$ cat config.mk
export PLATFORM = sky130hd
export DESIGN_NAME = tx_burst_sched
export DESIGN_NICKNAME = d
export VERILOG_FILES = /design/src/rtl/txs_pkg.sv /design/src/rtl/txs_timebase.sv /design/src/rtl/txs_fifo.sv /design/src/rtl/txs_ctrl.sv /design/src/rtl/tx_burst_sched.sv
export SDC_FILE = /design/constraint.sdc
export NUM_CORES = 1
export LEC_CHECK = 0
export CAP_MARGIN = 15
export CORE_ASPECT_RATIO = 1.1
export CORE_MARGIN = 8
export CORE_UTILIZATION = 32
export DETAILED_ROUTE_END_ITERATION = 7
export GPL_TIMING_DRIVEN = 0
export PLACE_DENSITY = 0.51
export SKIP_CTS_REPAIR_TIMING = 1
export SLEW_MARGIN = 10
export SYNTH_ARGS = -nofsm -noshare
export SYNTH_HDL_FRONTEND = slang
export SYNTH_SLANG_ARGS = --single-unit
$ cat constraint.sdc
create_clock -name clk -period 10.3 [get_ports clk]
set_clock_uncertainty 0.05 [all_clocks]
set_input_delay 3.09 -clock clk [delete_from_list [all_inputs] [get_ports clk]]
set_output_delay 3.09 -clock clk [all_outputs]
set_load 0.02 [all_outputs]
$ cat src/rtl/txs_pkg.sv
package txs_pkg;

   localparam int TS_W = 64;

   typedef struct packed {
      logic            sob;
      logic            eob;
      logic            has_ts;
      logic [TS_W-1:0] ts;
   } txs_tag_t;

   localparam int TAG_W = $bits(txs_tag_t);

   typedef enum logic [1:0] {
      TXS_IDLE = 2'd0,
      TXS_RUN  = 2'd1,
      TXS_DROP = 2'd2
   } txs_state_e;

endpackage

$ cat src/rtl/txs_timebase.sv
module txs_timebase import txs_pkg::*; #(
   parameter int SYNC_STAGES = 2
) (
   input  logic            clk,
   input  logic            rst_n,
   input  logic [TS_W-1:0] set_val,
   input  logic            set_now,
   input  logic            set_pps,
   input  logic            pps_in,
   output logic [TS_W-1:0] cur_time
);

   generate
      if (SYNC_STAGES < 2) begin : g_bad_sync
         $error("txs_timebase: SYNC_STAGES must be at least 2");
      end
   endgenerate

   logic [SYNC_STAGES-1:0] pps_sh;
   logic                   pps_prev;
   logic                   pps_rise;
   logic                   armed;
   logic [TS_W-1:0]        pend_val;

   // synchronizer chain, one flop per stage
   genvar gi;
   generate
      for (gi = 0; gi < SYNC_STAGES; gi++) begin : g_sync
         if (gi == 0) begin : g_first
            always_ff @(posedge clk) begin
               if (!rst_n) pps_sh[0] <= 1'b0;
               else        pps_sh[0] <= pps_in;
            end
         end else begin : g_next
            always_ff @(posedge clk) begin
               if (!rst_n) pps_sh[gi] <= 1'b0;
               else        pps_sh[gi] <= pps_sh[gi-1];
            end
         end
      end
   endgenerate

   assign pps_rise = pps_sh[SYNC_STAGES-1] & ~pps_prev;

   always_ff @(posedge clk) begin
      if (!rst_n) begin
         pps_prev <= 1'b0;
         armed    <= 1'b0;
         pend_val <= '0;
         cur_time <= '0;
      end else begin
         pps_prev <= pps_sh[SYNC_STAGES-1];
         if (set_pps) begin
            armed    <= 1'b1;
            pend_val <= set_val;
         end else if (pps_rise) begin
            armed <= 1'b0;
         end
         if (set_now)
            cur_time <= set_val;
         else if (pps_rise && armed)
            cur_time <= pend_val;
         else
            cur_time <= cur_time + {{(TS_W-1){1'b0}}, 1'b1};
      end
   end


   tick_chk: assert property (@(posedge clk) disable iff (!rst_n)
      (!set_now && !(pps_rise && armed)) |=> cur_time == $past(cur_time) + 64'd1);


   load_now_chk: assert property (@(posedge clk) disable iff (!rst_n)
      set_now |=> cur_time == $past(set_val));

endmodule

$ cat src/rtl/txs_fifo.sv
module txs_fifo #(
   parameter int W     = 8,
   parameter int DEPTH = 16
) (
   input  logic         clk,
   input  logic         rst_n,
   input  logic         wr_en,
   input  logic [W-1:0] wr_data,
   input  logic         rd_en,
   output logic [W-1:0] rd_data,
   output logic         full,
   output logic         empty
);

   localparam int AW = $clog2(DEPTH);

   generate
      if (DEPTH < 2 || (DEPTH & (DEPTH - 1)) != 0) begin : g_bad_depth
         $error("txs_fifo: DEPTH must be a power of two, at least 2");
      end
   endgenerate

   logic [W-1:0] mem [DEPTH];
   logic [AW:0]  wp, rp;

   assign empty   = (wp == rp);
   assign full    = (wp[AW] != rp[AW]) && (wp[AW-1:0] == rp[AW-1:0]);
   assign rd_data = mem[rp[AW-1:0]];

   always_ff @(posedge clk) begin
      if (wr_en) mem[wp[AW-1:0]] <= wr_data;
   end

   always_ff @(posedge clk) begin
      if (!rst_n) begin
         wp <= '0;
         rp <= '0;
      end else begin
         if (wr_en) wp <= wp + 1'b1;
         if (rd_en) rp <= rp + 1'b1;
      end
   end


   no_udf_chk: assert property (@(posedge clk) disable iff (!rst_n)
      rd_en |-> !empty);


   no_ovf_chk: assert property (@(posedge clk) disable iff (!rst_n)
      (full && !rd_en) |=> (wp == $past(wp)));

endmodule

$ cat src/rtl/txs_ctrl.sv
module txs_ctrl import txs_pkg::*; #(
   parameter int DW = 16
) (
   input  logic            clk,
   input  logic            rst_n,
   input  logic            head_vld,
   input  txs_tag_t        head_tag,
   input  logic [DW-1:0]   head_data,
   input  logic [TS_W-1:0] cur_time,
   input  logic            smp_strobe,
   input  logic            late_clr,
   input  logic            unf_clr,
   output logic            pop,
   output logic            tx_run,
   output logic            out_valid,
   output logic [DW-1:0]   out_data,
   output logic            late_flag,
   output logic            unf_flag
);

   txs_state_e state, state_nx;
   logic is_start, start_now, go_late, drain, stray, drop;

   always_comb begin
      is_start  = (state == TXS_IDLE) && head_vld && head_tag.sob;
      start_now = is_start && (!head_tag.has_ts || head_tag.ts == cur_time);
      go_late   = is_start && head_tag.has_ts && (head_tag.ts < cur_time);
      tx_run    = (state == TXS_RUN) || start_now;
      out_valid = tx_run && smp_strobe;
      drain     = out_valid && head_vld;
      out_data  = drain ? head_data : '0;
      stray     = (state == TXS_IDLE) && head_vld && !head_tag.sob;
      drop      = (state == TXS_DROP) && head_vld;
      pop       = drain || stray || drop;
   end

   always_comb begin
      state_nx = state;
      unique case (state)
         TXS_IDLE: begin
            if (start_now)    state_nx = (drain && head_tag.eob) ? TXS_IDLE : TXS_RUN;
            else if (go_late) state_nx = TXS_DROP;
         end
         TXS_RUN:  if (drain && head_tag.eob) state_nx = TXS_IDLE;
         TXS_DROP: if (drop && head_tag.eob)  state_nx = TXS_IDLE;
         default:  state_nx = TXS_IDLE;
      endcase
   end

   always_ff @(posedge clk) begin
      if (!rst_n) begin
         state     <= TXS_IDLE;
         late_flag <= 1'b0;
         unf_flag  <= 1'b0;
      end else begin
         state <= state_nx;
         if (go_late)       late_flag <= 1'b1;
         else if (late_clr) late_flag <= 1'b0;
         if (out_valid && !head_vld) unf_flag <= 1'b1;
         else if (unf_clr)           unf_flag <= 1'b0;
      end
   end


   start_time_chk: assert property (@(posedge clk) disable iff (!rst_n)
      ($rose(tx_run) && head_tag.has_ts) |-> head_tag.ts == cur_time);


   late_sticky_chk: assert property (@(posedge clk) disable iff (!rst_n)
      (late_flag && !late_clr) |=> late_flag);


   drop_quiet_chk: assert property (@(posedge clk) disable iff (!rst_n)
      (state == TXS_DROP) |-> !tx_run);


   unf_sticky_chk: assert property (@(posedge clk) disable iff (!rst_n)
      (unf_flag && !unf_clr) |=> unf_flag);

endmodule

$ cat src/rtl/tx_burst_sched.sv
module tx_burst_sched import txs_pkg::*; #(
   parameter int DW       = 16,
   parameter int DEPTH    = 16,
   parameter int PPS_SYNC = 2
) (
   input  logic            clk,
   input  logic            rst_n,
   input  logic [TS_W-1:0] time_set_val,
   input  logic            time_set_now,
   input  logic            time_set_pps,
   input  logic            pps_in,
   output logic [TS_W-1:0] cur_time,
   input  logic            in_valid,
   output logic            in_ready,
   input  logic [DW-1:0]   in_data,
   input  logic            in_sob,
   input  logic            in_eob,
   input  logic            in_has_ts,
   input  logic [TS_W-1:0] in_ts,
   input  logic            smp_strobe,
   output logic            tx_run,
   output logic            out_valid,
   output logic [DW-1:0]   out_data,
   output logic            late_flag,
   input  logic            late_clr,
   output logic            unf_flag,
   input  logic            unf_clr
);

   localparam int WORD_W = TAG_W + DW;

   logic              fifo_full, fifo_empty, wr_en, pop;
   logic [WORD_W-1:0] wr_word, rd_word;
   txs_tag_t          wr_tag, head_tag;
   logic [DW-1:0]     head_data;

   always_comb begin
      wr_tag.sob    = in_sob;
      wr_tag.eob    = in_eob;
      wr_tag.has_ts = in_has_ts;
      wr_tag.ts     = in_ts;
   end

   assign in_ready  = !fifo_full;
   assign wr_en     = in_valid && !fifo_full;
   assign wr_word   = {wr_tag, in_data};
   assign head_tag  = txs_tag_t'(rd_word[DW +: TAG_W]);
   assign head_data = rd_word[DW-1:0];

   txs_timebase #(.SYNC_STAGES(PPS_SYNC)) u_timebase (
      .clk      (clk),
      .rst_n    (rst_n),
      .set_val  (time_set_val),
      .set_now  (time_set_now),
      .set_pps  (time_set_pps),
      .pps_in   (pps_in),
      .cur_time (cur_time)
   );

   txs_fifo #(.W(WORD_W), .DEPTH(DEPTH)) u_fifo (
      .clk     (clk),
      .rst_n   (rst_n),
      .wr_en   (wr_en),
      .wr_data (wr_word),
      .rd_en   (pop),
      .rd_data (rd_word),
      .full    (fifo_full),
      .empty   (fifo_empty)
   );

   txs_ctrl #(.DW(DW)) u_ctrl (
      .clk        (clk),
      .rst_n      (rst_n),
      .head_vld   (!fifo_empty),
      .head_tag   (head_tag),
      .head_data  (head_data),
      .cur_time   (cur_time),
      .smp_strobe (smp_strobe),
      .late_clr   (late_clr),
      .unf_clr    (unf_clr),
      .pop        (pop),
      .tx_run     (tx_run),
      .out_valid  (out_valid),
      .out_data   (out_data),
      .late_flag  (late_flag),
      .unf_flag   (unf_flag)
   );


   out_run_chk: assert property (@(posedge clk) disable iff (!rst_n)
      out_valid |-> (tx_run && smp_strobe));

endmodule

==> results by group, run 1 <==
STA
  • Top achievable clock speed: 99.8 MHz
  • Shortest clock period the worst path allows after layout: 10020 ps
  • Fin crit share: 0.973
  • Accumulated negative setup slack: 0 ps
  • Final Worst Setup Slack: 282 ps
  • Headroom to the max-slew limit: 0.240
  • Total setup violations reported at the end of the flow: 0
  • Worst-Margin Slew: 1140 ps
  • Count of final hold-check violations: 0
  • Final Max Slew Viols: 0
  • Hold Slack: 390 ps

Routing
  • Pre-Repair DR Iteration Count: 5
  • Detailed Route Iter0 Violations: 2741
  • Remaining routing DRC violations: 0
  • Number of antenna-violating nets in the routed design: 0
  • Routed via count: 31100
  • Wire length after detailed routing: 179 mm
  • Via-to-Cell Ratio: 5.11
  • Average wire per standard cell: 29.4 µm

Clock tree
  • CTS tree: yes
  • Clock root buffer: sky130_fd_sc_hd__clkbuf_16
  • Maximum level of the CTS H-tree: 4
  • CTS Buffer Depth: 3
  • Clock transition at the registers of the reported paths: 60 ps
  • Number of buffers inserted during clock tree synthesis: 163
  • Sinks on Clock Net: 1478
  • Insertion delay of the later-clocked pin in the worst-skew pair: 780 ps

Power and ir drop
  • Fraction of power consumed by combinational cells: 0.193
  • Switching pwr: 4.02 mW
  • Internal power component: 11.2 mW
  • Clock share of power: 0.368
  • Relative contribution of sequential cells to total power: 0.439
  • Standby leakage power: 22.6 nW
  • Peak VDD IR: 0.168 mV
  • Total power after layout: 15.3 mW
  • Power Density: 212 nW/µm²
  • Switching Fraction: 0.263

Synthesis
  • Total standard cell area after synthesis: 58900 µm²
  • Ranking of synthesized cells by instance count: sky130_fd_sc_hd__edfxtp_1, sky130_fd_sc_hd__mux4_2, sky130_fd_sc_hd__dfxtp_1
  • Proportion of synthesized flip-flops having asynchronous set or reset: 0
  • Number of nets in the synthesized netlist: 3196
  • Post-synth top area share: 0.677
  • Area leader, netlist: sky130_fd_sc_hd__edfxtp_1
  • Warning count from the yosys run: 0
  • Post-Synthesis Mean Instance Area: 19.8 µm²
  • Post-synth EDFFs: 1328
  • Main area contributors after synthesis: sky130_fd_sc_hd__edfxtp_1, sky130_fd_sc_hd__mux4_2, sky130_fd_sc_hd__dfxtp_1
  • Distinct cells, synth: 56
  • Most frequent cell after synthesis: sky130_fd_sc_hd__edfxtp_1
  • Prevailing post-synth register cell: sky130_fd_sc_hd__edfxtp_1
  • Number of synthesized register bits: 1478
  • Cells after Synth: 2970
  • Share of synthesized area occupied by flip-flops and latches: 0.728

Die
  • Rows: 165
  • # IOs: 241
  • Starting density of the core: 0.321
  • Die span in y: 466 µm
  • Overall die area: 198000 µm²
  • Die outline width: 425 µm
  • Placeable core region: 183000 µm²

Worst setup path
  • Data required, critical path: 7160 ps
  • Slowest library cell on the worst path: sky130_fd_sc_hd__clkdlybuf4s50_1
  • Maximum cell stage delay along the critical path: 690 ps
  • Kind of start point of the critical path: flip-flop
  • Maximum fanout along the worst path: 11
  • Worst endpoint data arrival time: 6880 ps
  • Category of the critical setup timing path: reg -> out
  • Worst-path cell chain: clkbuf_4 > clkbuf_2 > clkbuf_4 > clkbuf_2 > mux4_2 > mux4_2 > ha_1 > nand4_1 > nor4_4 > buf_4 > nand4_1 > o31a_1 > o22ai_2 > nand3b_1 > buf_4 > nor2b_1 > clkdlybuf4s50_1
  • Worst Setup End Kind: output port

Cells and area
  • Multi-input combinational cell area: 15300 µm²
  • Core occupancy in the finished layout: 0.392
  • Post-synthesis to final-layout area growth: 22.1%
  • Nets@finish: 3746
  • Share of post-route cells with drive strength above 1: 0.235
  • Register area: 42900 µm²
  • Total of fill cells in the finished design: 16600

Global route
  • First-pass GRT wire length: 250 mm
  • Overall global routing resource usage: 0.177
  • Via count of the first global-routing pass: 31900
  • Largest net degree at the start of global routing: 20
  • Grt ovf: 0
  • Number of antenna violations at the first check in global routing: 28

Place
  • Port-buffer cells: 238
  • Hpwl dp: 125 mm
  • Post-placement setup slack: -2340 ps
  • Gpl congestion: 0.798

Status
  • Status: complete, no violations

Run
  • Max cap viols: 0

Worst hold path
  • Path category of the worst min-delay check: reg -> reg
layout by cell type (no fill, tap or decap), types with 30 or more instances in the layout:
cell,count
sky130_fd_sc_hd__edfxtp_1,1328
sky130_fd_sc_hd__mux4_2,413
sky130_fd_sc_hd__clkdlybuf4s50_1,236
sky130_fd_sc_hd__clkbuf_16,169
sky130_fd_sc_hd__dfxtp_1,150
sky130_fd_sc_hd__clkbuf_1,136
sky130_fd_sc_hd__nand2_1,111
sky130_fd_sc_hd__nor2b_1,106
sky130_fd_sc_hd__inv_1,77
sky130_fd_sc_hd__ha_1,70
sky130_fd_sc_hd__mux2i_1,68
sky130_fd_sc_hd__xnor2_1,63
sky130_fd_sc_hd__buf_12,53
sky130_fd_sc_hd__a21oi_1,53
sky130_fd_sc_hd__nor2_1,47
sky130_fd_sc_hd__clkinv_1,38
sky130_fd_sc_hd__buf_4,36
sky130_fd_sc_hd__buf_6,36
sky130_fd_sc_hd__o21ai_0,33
sky130_fd_sc_hd__and2_1,32
sky130_fd_sc_hd__clkbuf_2,30
power groups by stage:
stage / logic [mW] / clock network [mW] / registers [mW]
2_1_floorplan: 1.77 / 0 / 6.84
3_3_place_gp: 2.86 / 0 / 6.86
3_5_place_dp: 2.96 / 0 / 6.83
4_1_cts: 2.97 / 5.74 / 6.70
5_1_grt: 3.16 / 5.96 / 6.71
6_report: 2.95 / 5.62 / 6.70
worst paths after layout:
path | start | end | slack [ps] | cells past startpoint
min reg2reg | u_timebase.pps_sh[0] | u_timebase.pps_sh[1] | 390 | 1
max | flip-flop | out_data[15] | 280 | 17
max reg2reg | flip-flop | u_ctrl.state[1] | 3890 | 14
min | u_timebase.pps_sh[0] | u_timebase.pps_sh[1] | 390 | 1
flip-flops by register name, summed over array words and instances (netlist names), named ones only:
register	count
u_timebase.pps_prev	1
u_ctrl.state	2
u_timebase.cur_time	64
u_fifo.rp	5
u_timebase.pend_val	64
u_ctrl.late_flag	1
u_fifo.mem	1328
u_timebase.pps_sh	2
u_ctrl.unf_flag	1
u_fifo.wp	5
u_timebase.armed	1
metal layers:
metal  wire, µm  GRT usage
met4       4940     0.0503
met3      10500     0.0331
met5         28          0
met2      89000      0.304
met1      74600      0.231
final cells by class:
| class | count | share of cell area |
|---|---|---|
| multi-input combinational | 1258 | 0.212 |
| antenna | 8 | 0.000278 |
| tap | 2421 | 0.0421 |
| buffer | 157 | 0.0100 |
| timing repair buffer | 385 | 0.0636 |
| clock buffer | 213 | 0.0613 |
| inverter | 77 | 0.00402 |
| clock inverter | 90 | 0.00994 |
| sequential | 1478 | 0.597 |
worst max-delay path: cells and delay by family (launching register included):
kind | cells | cell delay, ps
mux | 2 | 940
flops | 1 | 350
simple gates | 5 | 1220
compound gates | 2 | 610
fa+ha+maj | 1 | 310
buf+inv | 7 | 2610
kinds of logic after synthesis:
kind of cell	count (synthesis)	share of synthesized area
buf+inv	234	0.0152
simple gates	454	0.0411
xor+xnor	68	0.0101
mux	483	0.170
flops	1478	0.728
fa+ha+maj	70	0.0149
compound gates	183	0.0207
per-stage QoR:
| stage | instance area [µm²] | std cells |
|---|---|---|
| floorplan | 58900 | 2970 |
| detailed placement | 66500 | 5763 |
| global route | 71900 | 6080 |
| finish | 71900 | 6087 |
| global placement | 64300 | 5629 |
| CTS | 71600 | 6066 |
No activity file was read; power rests on OpenSTA's default activity.
==> inputs of run 2 (changes only) <==
--- a/config.mk
+++ b/config.mk
@@ -10,7 +10,6 @@
 export CORE_MARGIN = 8
 export CORE_UTILIZATION = 32
 export DETAILED_ROUTE_END_ITERATION = 7
-export GPL_TIMING_DRIVEN = 0
 export PLACE_DENSITY = 0.51
 export SKIP_CTS_REPAIR_TIMING = 1
 export SLEW_MARGIN = 10
==> run 2 against run 1 <==
Non-clock buffer count down 236. Via count is 5.8% lower. Clock power down 2%. Sequential share of layout area rose by 2.0 points. Cell area down 3.2%. Core utilization fell by 1.3 points. Global-route usage decreased by 1.8 points. Critical path depth down 4. Largest cell class unchanged.
==> results by group, run 2 (synthesis gave the netlist of run 1 again) <==
Routing
  • Number of antenna-violating nets in the routed design: 0
  • Detailed Route Iter0 Violations: 2534
  • Via-to-Cell Ratio: 5.02
  • Wire length after detailed routing: 161 mm
  • Average wire per standard cell: 27.5 µm
  • Remaining routing DRC violations: 0
  • Pre-Repair DR Iteration Count: 6
  • Routed via count: 29300

STA
  • Final Max Slew Viols: 0
  • Shortest clock period the worst path allows after layout: 9490 ps
  • Count of final hold-check violations: 0
  • Setup repair after global routing missed its margin: false
  • Worst-Margin Slew: 1130 ps
  • Fin crit share: 0.922
  • Total setup violations reported at the end of the flow: 0
  • Top achievable clock speed: 105 MHz
  • Headroom to the max-slew limit: 0.244
  • Hold Slack: 416 ps
  • Accumulated negative setup slack: 0 ps

Worst setup path
  • Cell family contributing the most delay on the critical path: simple AND/OR/NAND/NOR gates
  • Category of the critical setup timing path: reg -> out
  • Data required, critical path: 7160 ps
  • Slowest library cell on the worst path: sky130_fd_sc_hd__nor4_1
  • Worst-path cell chain: buf_4 > mux4_2 > mux4_2 > ha_1 > nand4_1 > nor4_1 > nand4_1 > o31a_1 > o22ai_1 > nand3b_1 > buf_4 > nor2b_1 > clkdlybuf4s50_1
  • Kind of start point of the critical path: flip-flop
  • Maximum fanout along the worst path: 26
  • Maximum cell stage delay along the critical path: 780 ps
  • Number of buffers and inverters on the critical path: 3
  • Worst Setup End Kind: output port
  • Worst endpoint data arrival time: 6350 ps

Run
  • Max cap viols: 0

Clock tree
  • Sinks on Clock Net: 1478
  • Number of buffers inserted during clock tree synthesis: 161
  • Clock transition at the registers of the reported paths: 60 ps
  • Insertion delay of the later-clocked pin in the worst-skew pair: 790 ps
  • CTS tree: yes
  • CTS Buffer Depth: 3
  • Maximum level of the CTS H-tree: 4
  • Clock root buffer: sky130_fd_sc_hd__clkbuf_16

Cells and area
  • Total of fill cells in the finished design: 16700
  • Flip-flop count of the largest register after layout: 1328
  • Share of post-route cells with drive strength above 1: 0.213
  • Post-synthesis to final-layout area growth: 18.1%
  • Highest-count cells in the layout ignoring fill and taps: sky130_fd_sc_hd__edfxtp_1, sky130_fd_sc_hd__mux4_2, sky130_fd_sc_hd__clkdlybuf4s50_1
  • Nets@finish: 3508
  • Most common library cell in the layout ignoring fill and taps: sky130_fd_sc_hd__edfxtp_1

Die
  • Overall die area: 198000 µm²
  • Starting density of the core: 0.321
  • Die outline width: 425 µm
  • Rows: 165
  • Placeable core region: 183000 µm²
  • Die span in y: 466 µm
  • # IOs: 241

Power and ir drop
  • Relative contribution of sequential cells to total power: 0.457
  • Switching pwr: 3.63 mW
  • Standby leakage power: 21.5 nW
  • Internal power component: 11.1 mW
  • Fraction of power consumed by combinational cells: 0.170
  • Total power after layout: 14.7 mW
  • Power Density: 212 nW/µm²
  • Peak VDD IR: 0.176 mV
  • Switching Fraction: 0.246
  • Clock share of power: 0.374

Global route
  • Number of antenna violations at the first check in global routing: 34
  • Grt ovf: 0
  • First-pass GRT wire length: 229 mm
  • Overall global routing resource usage: 0.160
  • Largest net degree at the start of global routing: 122
  • Via count of the first global-routing pass: 30700

Place
  • Port-buffer cells: 240
  • Gpl congestion: 0.754
  • Hpwl dp: 91.2 mm

Status
  • Status: complete, no violations

Worst hold path
  • Path category of the worst min-delay check: reg -> reg
==> run 2: changes by cell type in the layout (fill, tap and decap cells not counted), moves of 5 or more <==
cell | before | now
sky130_fd_sc_hd__clkbuf_1 | 136 | 49
sky130_fd_sc_hd__buf_12 | 53 | 14
sky130_fd_sc_hd__buf_6 | 36 | 0
sky130_fd_sc_hd__clkbuf_2 | 30 | 0
sky130_fd_sc_hd__buf_4 | 36 | 55
sky130_fd_sc_hd__buf_8 | 18 | 0
sky130_fd_sc_hd__buf_1 | 15 | 0
sky130_fd_sc_hd__clkinv_1 | 38 | 27
sky130_fd_sc_hd__buf_16 | 9 | 0
sky130_fd_sc_hd__clkinv_2 | 28 | 20
sky130_fd_sc_hd__clkbuf_8 | 1 | 8
sky130_fd_sc_hd__buf_2 | 6 | 0
sky130_fd_sc_hd__clkbuf_4 | 6 | 1
==> run 2: stage by stage <==
| step | instances | util | area (µm²) | setup slack [ps] |
|---|---|---|---|---|
| final | 5840 | 0.379 | 69600 | 806 |
| after detailed placement | 5540 | 0.352 | 64500 | 1530 |
| after global placement | 5539 | 0.352 | 64500 | 1540 |
| after CTS | 5828 | 0.379 | 69500 | 635 |
| after global routing | 5835 | 0.379 | 69600 | 265 |
| after floorplan | 2970 | - | 58900 | 362 |
==> run 2: per-layer routing <==
metal / GRT usage / wire, µm / vias up
met3: 0.0339 / 8680 / 229
li1: - / - / 12800
met4: 0.0439 / 3850 / 14
met2: 0.265 / 78700 / 743
met1: 0.214 / 69600 / 15600
met5: 0 / 91 / -
==> run 2: layout make-up <==
cell class | count | area (µm²) | area share
Antenna cell | 12 | 30.0 | 0.000432
Multi-Input combinational cell | 1258 | 15200 | 0.219
Timing Repair Buffer | 306 | 3070 | 0.0441
Sequential cell | 1478 | 42900 | 0.617
Tap cell | 2421 | 3030 | 0.0435
Clock inverter | 64 | 568 | 0.00817
Clock buffer | 224 | 4460 | 0.0640
Inverter | 77 | 289 | 0.00415
==> run 2: final timing paths <==
path / start / end / slack [ps] / cells after the start
setup / recovery: flip-flop / out_data[15] / 810 / 13
hold / removal: u_timebase.pps_sh[1] / u_timebase.pps_prev / 420 / 1
setup reg to reg: flip-flop / u_ctrl.state[1] / 4160 / 12
hold reg to reg: u_timebase.pps_sh[1] / u_timebase.pps_prev / 420 / 1
==> run 2: power by group through the flow <==
stage | Clock [mW] | Combinational, mW | Sequential [mW]
finish | 5.51 | 2.50 | 6.73
global route | 5.88 | 2.72 | 6.74
CTS | 5.65 | 2.56 | 6.74
detailed placement | 0 | 2.56 | 6.86
global placement | 0 | 2.55 | 6.86
floorplan | 0 | 1.77 | 6.84
